### src/rtl/slot_ctl_pkg.sv
package slot_ctl_pkg;
  localparam int unsigned DW = 32;
  localparam int unsigned NUM_WORDS = 4;
  localparam logic [DW-1:0] ID_VAL     = 32'h4103_4003;
  localparam logic [DW-1:0] DECODE_VAL = 32'h0000_0011;
  localparam int unsigned WP_BIT  = 0;
  localparam int unsigned INS_BIT = 3;

  typedef enum logic [1:0] {
    W_ID    = 2'd0,
    W_FLASH = 2'd1,
    W_STAT  = 2'd2,
    W_DEC   = 2'd3
  } word_e;

  typedef struct packed {
    logic ins;
    logic wp;
  } stat_t;
endpackage

### src/rtl/slot_ctl_sync.sv
module slot_ctl_sync #(
  parameter int unsigned WIDTH  = 2,
  parameter int unsigned STAGES = 2
) (
  input  logic             clk_i,
  input  logic             rst_ni,
  input  logic [WIDTH-1:0] d_i,
  output logic [WIDTH-1:0] q_o
);
  logic [WIDTH-1:0] stg_q [STAGES];

  for (genvar s = 0; s < STAGES; s++) begin : g_stage
    if (s == 0) begin : g_first
      always_ff @(posedge clk_i or negedge rst_ni) begin
        if (!rst_ni) stg_q[s] <= '0;
        else         stg_q[s] <= d_i;
      end
    end else begin : g_rest
      always_ff @(posedge clk_i or negedge rst_ni) begin
        if (!rst_ni) stg_q[s] <= '0;
        else         stg_q[s] <= stg_q[s-1];
      end
    end
  end

  assign q_o = stg_q[STAGES-1];
endmodule

### src/rtl/slot_ctl_status.sv
module slot_ctl_status (
  input  logic clk_i,
  input  logic rst_ni,
  input  logic ins_s_i,
  input  logic clr_i,
  output logic ins_o
);
  logic prev_q, ins_q, rise;

  assign rise = ins_s_i & ~prev_q;

  always_ff @(posedge clk_i or negedge rst_ni) begin
    if (!rst_ni) begin
      prev_q <= 1'b0;
      ins_q  <= 1'b0;
    end else begin
      prev_q <= ins_s_i;
      // set has priority so an insert event is never lost
      if (rise)       ins_q <= 1'b1;
      else if (clr_i) ins_q <= 1'b0;
    end
  end

  assign ins_o = ins_q;

  p_set_on_edge_r4: assert property (@(posedge clk_i) disable iff (!rst_ni)
    rise |=> ins_q);
  p_sticky_r4: assert property (@(posedge clk_i) disable iff (!rst_ni)
    (ins_q && !clr_i) |=> ins_q);
  p_no_spurious_r4: assert property (@(posedge clk_i) disable iff (!rst_ni)
    (!ins_q && !rise) |=> !ins_q);
  p_clear_drops_r5: assert property (@(posedge clk_i) disable iff (!rst_ni)
    (clr_i && !rise) |=> !ins_q);
  p_set_wins_r6: assert property (@(posedge clk_i) disable iff (!rst_ni)
    (clr_i && rise) |=> ins_q);
endmodule

### src/rtl/slot_ctl_decode.sv
module slot_ctl_decode
  import slot_ctl_pkg::*;
#(
  parameter int unsigned ADDR_W = 6
) (
  input  logic              req_i,
  input  logic              we_i,
  input  logic [ADDR_W-1:0] addr_i,
  input  logic [DW-1:0]     wdata_i,
  input  stat_t             stat_i,
  output logic [DW-1:0]     rdata_o,
  output logic              err_o,
  output logic              clr_ins_o
);
  localparam int unsigned SEL_W = $clog2(NUM_WORDS);

  logic  in_map;
  word_e sel;
  logic  unused_wdata;

  assign in_map = (addr_i >> SEL_W) == '0;
  assign sel    = word_e'(addr_i[SEL_W-1:0]);
  assign unused_wdata = ^wdata_i;

  always_comb begin
    rdata_o   = '0;
    err_o     = 1'b0;
    clr_ins_o = 1'b0;
    if (req_i) begin
      if (!in_map) begin
        err_o = 1'b1;
      end else if (we_i) begin
        unique case (sel)
          W_ID:   err_o = 1'b1;
          W_STAT: clr_ins_o = wdata_i[INS_BIT];
          default: ;  // flash and decode words swallow writes
        endcase
      end else begin
        unique case (sel)
          W_ID:    rdata_o = ID_VAL;
          W_FLASH: rdata_o = '0;
          W_STAT: begin
            rdata_o[WP_BIT]  = stat_i.wp;
            rdata_o[INS_BIT] = stat_i.ins;
          end
          W_DEC:   rdata_o = DECODE_VAL;
          default: ;
        endcase
      end
    end
  end
endmodule

### src/rtl/slot_ctl_regs.sv
module slot_ctl_regs
  import slot_ctl_pkg::*;
#(
  parameter int unsigned ADDR_W      = 6,
  parameter int unsigned SYNC_STAGES = 2
) (
  input  logic              clk_i,
  input  logic              rst_ni,
  input  logic              req_i,
  input  logic              we_i,
  input  logic [ADDR_W-1:0] addr_i,
  input  logic [DW-1:0]     wdata_i,
  output logic [DW-1:0]     rdata_o,
  output logic              err_o,
  input  logic              wp_i,
  input  logic              ins_i,
  output logic              irq_o
);
  logic [1:0] raw, synced;
  logic       clr_ins, ins_lat;
  stat_t      stat;

  assign raw = {ins_i, wp_i};

  slot_ctl_sync #(.WIDTH(2), .STAGES(SYNC_STAGES)) u_sync (
    .clk_i (clk_i),
    .rst_ni(rst_ni),
    .d_i   (raw),
    .q_o   (synced)
  );

  slot_ctl_status u_status (
    .clk_i  (clk_i),
    .rst_ni (rst_ni),
    .ins_s_i(synced[1]),
    .clr_i  (clr_ins),
    .ins_o  (ins_lat)
  );

  assign stat.wp  = synced[0];
  assign stat.ins = ins_lat;

  slot_ctl_decode #(.ADDR_W(ADDR_W)) u_dec (
    .req_i    (req_i),
    .we_i     (we_i),
    .addr_i   (addr_i),
    .wdata_i  (wdata_i),
    .stat_i   (stat),
    .rdata_o  (rdata_o),
    .err_o    (err_o),
    .clr_ins_o(clr_ins)
  );

  assign irq_o = ins_lat;

  p_wp_read_r3: assert property (@(posedge clk_i) disable iff (!rst_ni)
    (req_i && !we_i && addr_i == ADDR_W'(W_STAT)) |-> rdata_o[WP_BIT] == synced[0]);
  p_err_quiet_r8: assert property (@(posedge clk_i) disable iff (!rst_ni)
    err_o |-> (rdata_o == '0 && !clr_ins));
  p_err_keeps_irq_r8: assert property (@(posedge clk_i) disable iff (!rst_ni)
    (err_o && irq_o) |=> irq_o);
  p_reserved_zero_r9: assert property (@(posedge clk_i) disable iff (!rst_ni)
    (req_i && !we_i && addr_i == ADDR_W'(W_STAT)) |-> rdata_o[DW-1:INS_BIT+1] == '0);
endmodule

### config.mk
export PLATFORM = sky130hd
export DESIGN_NAME = slot_ctl_regs
export DESIGN_NICKNAME = d
export VERILOG_FILES = /design/src/rtl/slot_ctl_pkg.sv /design/src/rtl/slot_ctl_sync.sv /design/src/rtl/slot_ctl_status.sv /design/src/rtl/slot_ctl_decode.sv /design/src/rtl/slot_ctl_regs.sv
export SDC_FILE = /design/constraint.sdc
export NUM_CORES = 1
export LEC_CHECK = 0
export ABC_AREA = 1
export BUFFER_PORTS_ARGS = -buffer_cell sky130_fd_sc_hd__buf_4
export CAP_MARGIN = 10
export CELL_PAD_IN_SITES_DETAIL_PLACEMENT = 0
export CELL_PAD_IN_SITES_GLOBAL_PLACEMENT = 1
export CORE_MARGIN = 2
export CORE_UTILIZATION = 18
export DETAILED_ROUTE_END_ITERATION = 10
export GPL_TIMING_DRIVEN = 0
export PLACE_DENSITY = 0.79
export RECOVER_POWER = 50
export SLEW_MARGIN = 20
export SYNTH_ARGS = -nofsm -noshare
export SYNTH_HDL_FRONTEND = slang
export SYNTH_SLANG_ARGS = --single-unit
### constraint.sdc
create_clock -name clk_i -period 1.9 [get_ports clk_i]
set_input_delay 0.38 -clock clk_i [delete_from_list [all_inputs] [get_ports clk_i]]
set_output_delay 0.38 -clock clk_i [all_outputs]
set_load 0.005 [all_outputs]
==> Word level (Yosys, flattened, before mapping) <==
Index checks and enable logic that the tools add are counted.
Widths: inputs -> output; s select.
{ "classes": {"reduce_logical": 5, "n_mux": 17, "eq_ne": 3, "bitwise": 2} }
{ "op_table": {"columns": ["op", "count"], "rows": [
  ["$mux 32", 3],
  ["$pmux 27 s2", 1],
  ["$mux 1", 11],
  ["$logic_not 6->1", 1],
  ["$eq 2x2->1 const B", 2],
  ["$pmux 1 s3", 1],
  ["$reduce_or 3->1", 1],
  ["$eq 2x1->1 const B", 1],
  ["$logic_not 2->1", 1],
  ["$pmux 1 s2", 1],
  ["$reduce_bool 2->1", 1],
  ["$reduce_or 2->1", 1],
  ["$and 1x1->1", 1],
  ["$not 1->1", 1]
]} }
{ "word_totals": {"register_bits": 6, "in_bits": 44, "wordCells": 31, "output_inout_bits": 34} }

==> Depth between registers and ports, before layout <==
{ "logic_depth": {"ltp_word": 7, "ltp_mapped": 7, "depth_no_buf": 7} }

==> Cells and area by module <==
From an unflattened synthesis, not the netlist that was laid out.
{ "hier_totals": {"cells_unflattened": 71, "hier_area_um2": 576.8} }
{ "by_module_without_submodules": {"columns": ["module", "cells_each", "area_each_um2", "seq_area_each_um2", "n_inst"], "rows": [
  ["slot_ctl_decode", 58, 392.9, 0.0, 1],
  ["slot_ctl_sync", 6, 115.1, 100.1, 1],
  ["slot_ctl_status", 7, 68.8, 50.0, 1]
]} }

==> Worst setup path after synthesis <==
Ideal clock, no wire load.
{ "synth_timing": {"path_type": "input to output", "from": "in addr_i[0]", "to": "out rdata_o[14]", "required_time_ps": 1520, "stages": 5, "n_path_buf": 1, "path_slack_ps": 218, "arrival_time_ps": 1302, "path_cell_list": "inv_1 > ha_1 > inv_1 > nor3_1 > buf_4"} }
{ "synth_via": {"elab_chain_len": 5, "word_cells_on_any_way": 6, "classes_between": "eq/ne (1); mux (4); reduce/logical (1)"} }
{ "synth_rtl": {"columns": ["item", "line_no", "rtl"], "rows": [
  ["from (decl)", "slot_ctl_regs.sv:11", "input logic [ADDR_W-1:0] addr_i,"],
  ["$eq 2x2->1 / $logic_not 2->1 (equally long branches)", "slot_ctl_decode.sv:39", "unique case (sel)"],
  ["$pmux 27 s2 *", "slot_ctl_decode.sv:39", null],
  ["$mux 32 *", "slot_ctl_decode.sv:32", "end else if (we_i) begin"],
  ["$mux 32 *", "slot_ctl_decode.sv:30", "if (!in_map) begin"],
  ["$mux 32 *", "slot_ctl_decode.sv:29", "if (req_i) begin"],
  ["to (decl)", "slot_ctl_regs.sv:13", "output logic [DW-1:0] rdata_o,"]
]} }
Every way passes the cells marked *; elsewhere a longest branch is shown, timed or not.

==> Worst setup path in the final report <==
Same ends and word-level chain as after synthesis.

==> results.json <==
{
  "die_width_um": 60.1,
  "drv_cap": 0,
  "ant_nets": 0,
  "status": "complete, no violations",
  "drc": 0,
  "numCtsBuffers": 3,
  "rsz0062_at_grt": "false",
  "die_h_um": 60.1,
  "diodes": 0,
  "avgSynthCellArea_um2": 7.85,
  "max_freq_mhz": 582,
  "endpoint_kind": "output port",
  "setup_viol": 0,
  "place_area_um2": 876,
  "drive_gt1_frac": 0.479,
  "irDropWorstVdd_v": 0.000316,
  "area_growth_pct": 61.9,
  "grt_max_degree": 7,
  "p_leak_nw": 0.553,
  "design_area_um2": 916,
  "synth_cells": 72,
  "ys_seq_area_frac": 0.265,
  "dp_cells": 161,
  "synth_warnings": 0,
  "syn_area_um2": 566,
  "min-delay-path-class": "input pin to register",
  "die-area_mm2": 0.00361,
  "drt_iter0_drc": 3,
  "place.gp.congestion": 0.742,
  "dr.pass1.iters": 4,
  "rows": 20,
  "ys_types": 14,
  "hold_viol_final": 0,
  "dp_hpwl_um": 923,
  "place.port_buffers": 23,
  "cpLargestDelayFamily": "buffers and inverters",
  "crit_chain": "buf_4 -> inv_1 -> ha_1 -> inv_1 -> nor3_4 -> buf_4 -> buf_4",
  "grt_util_all_layers": 0.0548,
  "cpMostUsedCell": "buf_4",
  "grt_pass1_wl_mm": 1.52,
  "num_io_pins": 78,
  "core_mm2": 0.00303,
  "vias": 483,
  "startpoint_type": "input pin",
  "power_density_mw_per_mm2": 374,
  "layout.nets": 172,
  "stdcell_count": 165,
  "hold_ws_ns": 0.273,
  "clk_pin_slew_ns": 0.04,
  "grt_pass1_vias": 421,
  "routedWlPerCell_um": 5.94,
  "synth_seq_cells": 6,
  "path_max_fanout": 6,
  "clock_latency_ns": 0.23,
  "period_share": 0.905,
  "antenna_found_initial": 0,
  "htree_levels": 1,
  "grt-ovfl-total": 0,
  "totalWireLength_um": 980,
  "cts_buffer_depth": 2,
  "avgViaCountPerCell": 2.93,
  "cts.sinks": 6,
  "required_ns": 1.52,
  "critical_path_class": "input pin to output port",
  "arrival_ns": 1.34,
  "fin_crit_ns": 1.72,
  "initial_utilization": 0.187,
  "max_stage_delay_ns": 0.28,
  "drv_slew": 0,
  "cp_num_buf_inv": 5,
  "root_buffer": "clkbuf_4",
  "fin_skew_ns": 0.00143,
  "slowest_stage": "nor3_4",
  "tritoncts": "yes"
}
[what timing repair did]
item                                    CTS  global route
pin swaps                                 0             0
endpoints found under the setup margin    6             5
hold buffers                              1             0
hold endpoints to repair                  6             0
gates resized for setup                   1             1
setup buffers                             0             0
[final cells by class]
type | instances | area, um^2
fill | 328 | 2110
multi-input combinational | 50 | 262
buffer | 28 | 210
timing repair buffer | 24 | 179
sequential | 6 | 150
tap | 44 | 55.1
inverter | 10 | 37.5
clock buffer | 3 | 22.5
[final timing paths]
kind	start	to	slack, ns	cells past startpoint
setup reg to reg	u_status.ins_o$_DFFE_PN0P_	u_status.ins_o$_DFFE_PN0P_	1.26	2
setup / recovery	addr_i[0]	rdata_o[14]	0.18	7
min in group asynchronous	rst_ni	u_sync.q_o[0]$_DFF_PN0_	0.54	2
hold reg to reg	u_sync.stg_q[2]$_DFF_PN0_	u_sync.q_o[0]$_DFF_PN0_	0.34	0
max in group asynchronous	rst_ni	u_status.ins_o$_DFFE_PN0P_	1.14	2
hold / removal	wp_i	u_sync.stg_q[2]$_DFF_PN0_	0.27	1
[flip-flops by register name, indices dropped and copies added (netlist names)]
signal and cells:
u_sync.q_o 2, u_status.prev_q 1, u_sync.stg_q 2, u_status.ins_o 1
[power breakdown]
group	internal, mW	total, mW	switching [mW]	leakage [nW]
clock network	0.0709	0.109	0.0376	0.0138
registers	0.134	0.136	0.00169	0.0670
logic	0.0568	0.0986	0.0417	0.472
[routing by layer]
metal / part of all wire / GRT usage / vias up / wire (um)
li1: - / - / 260 / -
met1: 0.33 / 0.0512 / 198 / 323
met2: 0.60 / 0.112 / 25 / 592
met3: 0.066 / 0.0130 / 0 / 65
met4: 0 / 0.0190 / 0 / 0
met5: 0 / 0 / - / 0
[cells in the final DEF, fill, tap and decap left out, drive strengths merged]
cell type    Yosys  routed
clkbuf           0       6
conb             1      23
buf             28      48
nor2             5       5
nor3             2       2
nand3            1       1
dfrtp            6       6
dlygate4sd3      0       1
ha               5       5
o22ai            1       1
nand2           12      12
inv             10      10
nand4            1       1
[worst register-to-register path, stage by stage, from the launching register on]
cell,delay [ns]
dfrtp_1,0.40
nand2_1,0.08
nand2_1,0.05
[Yosys cell counts]
master,n,area share
nand2_1,12,0.080
nor2_1,3,0.020
buf_4,28,0.37
conb_1,1,0.0066
nand3_1,1,0.0088
inv_1,8,0.053
inv_2,2,0.013
nor2_4,1,0.020
nor2_2,1,0.011
ha_1,5,0.11
o22ai_1,1,0.011
dfrtp_1,6,0.27
nor3_1,2,0.018
nand4_1,1,0.011
[cells by family after synthesis]
logic type / count (synthesis) / synth area share
AO/OA/AOI/OAI: 1 / 0.0111
adder cells (fa/ha/maj): 5 / 0.111
buffers and inverters: 38 / 0.438
flip-flops: 6 / 0.265
other: 1 / 0.00663
AND/OR/NAND/NOR: 21 / 0.168
[stage by stage]
stage	util	worst slack (ns)	setup TNS, ns	total power, mW
finish	0.302	0.181	0	0.343
global route	0.302	0.0497	0	0.370
CTS	0.302	0.0817	0	0.348
detailed placement	0.289	-0.128	-0.667	0.233
global placement	0.289	-0.0829	-0.410	0.231
floorplan	-	0.218	0	0.201
Note: power is estimated with default switching activity, not from simulation.
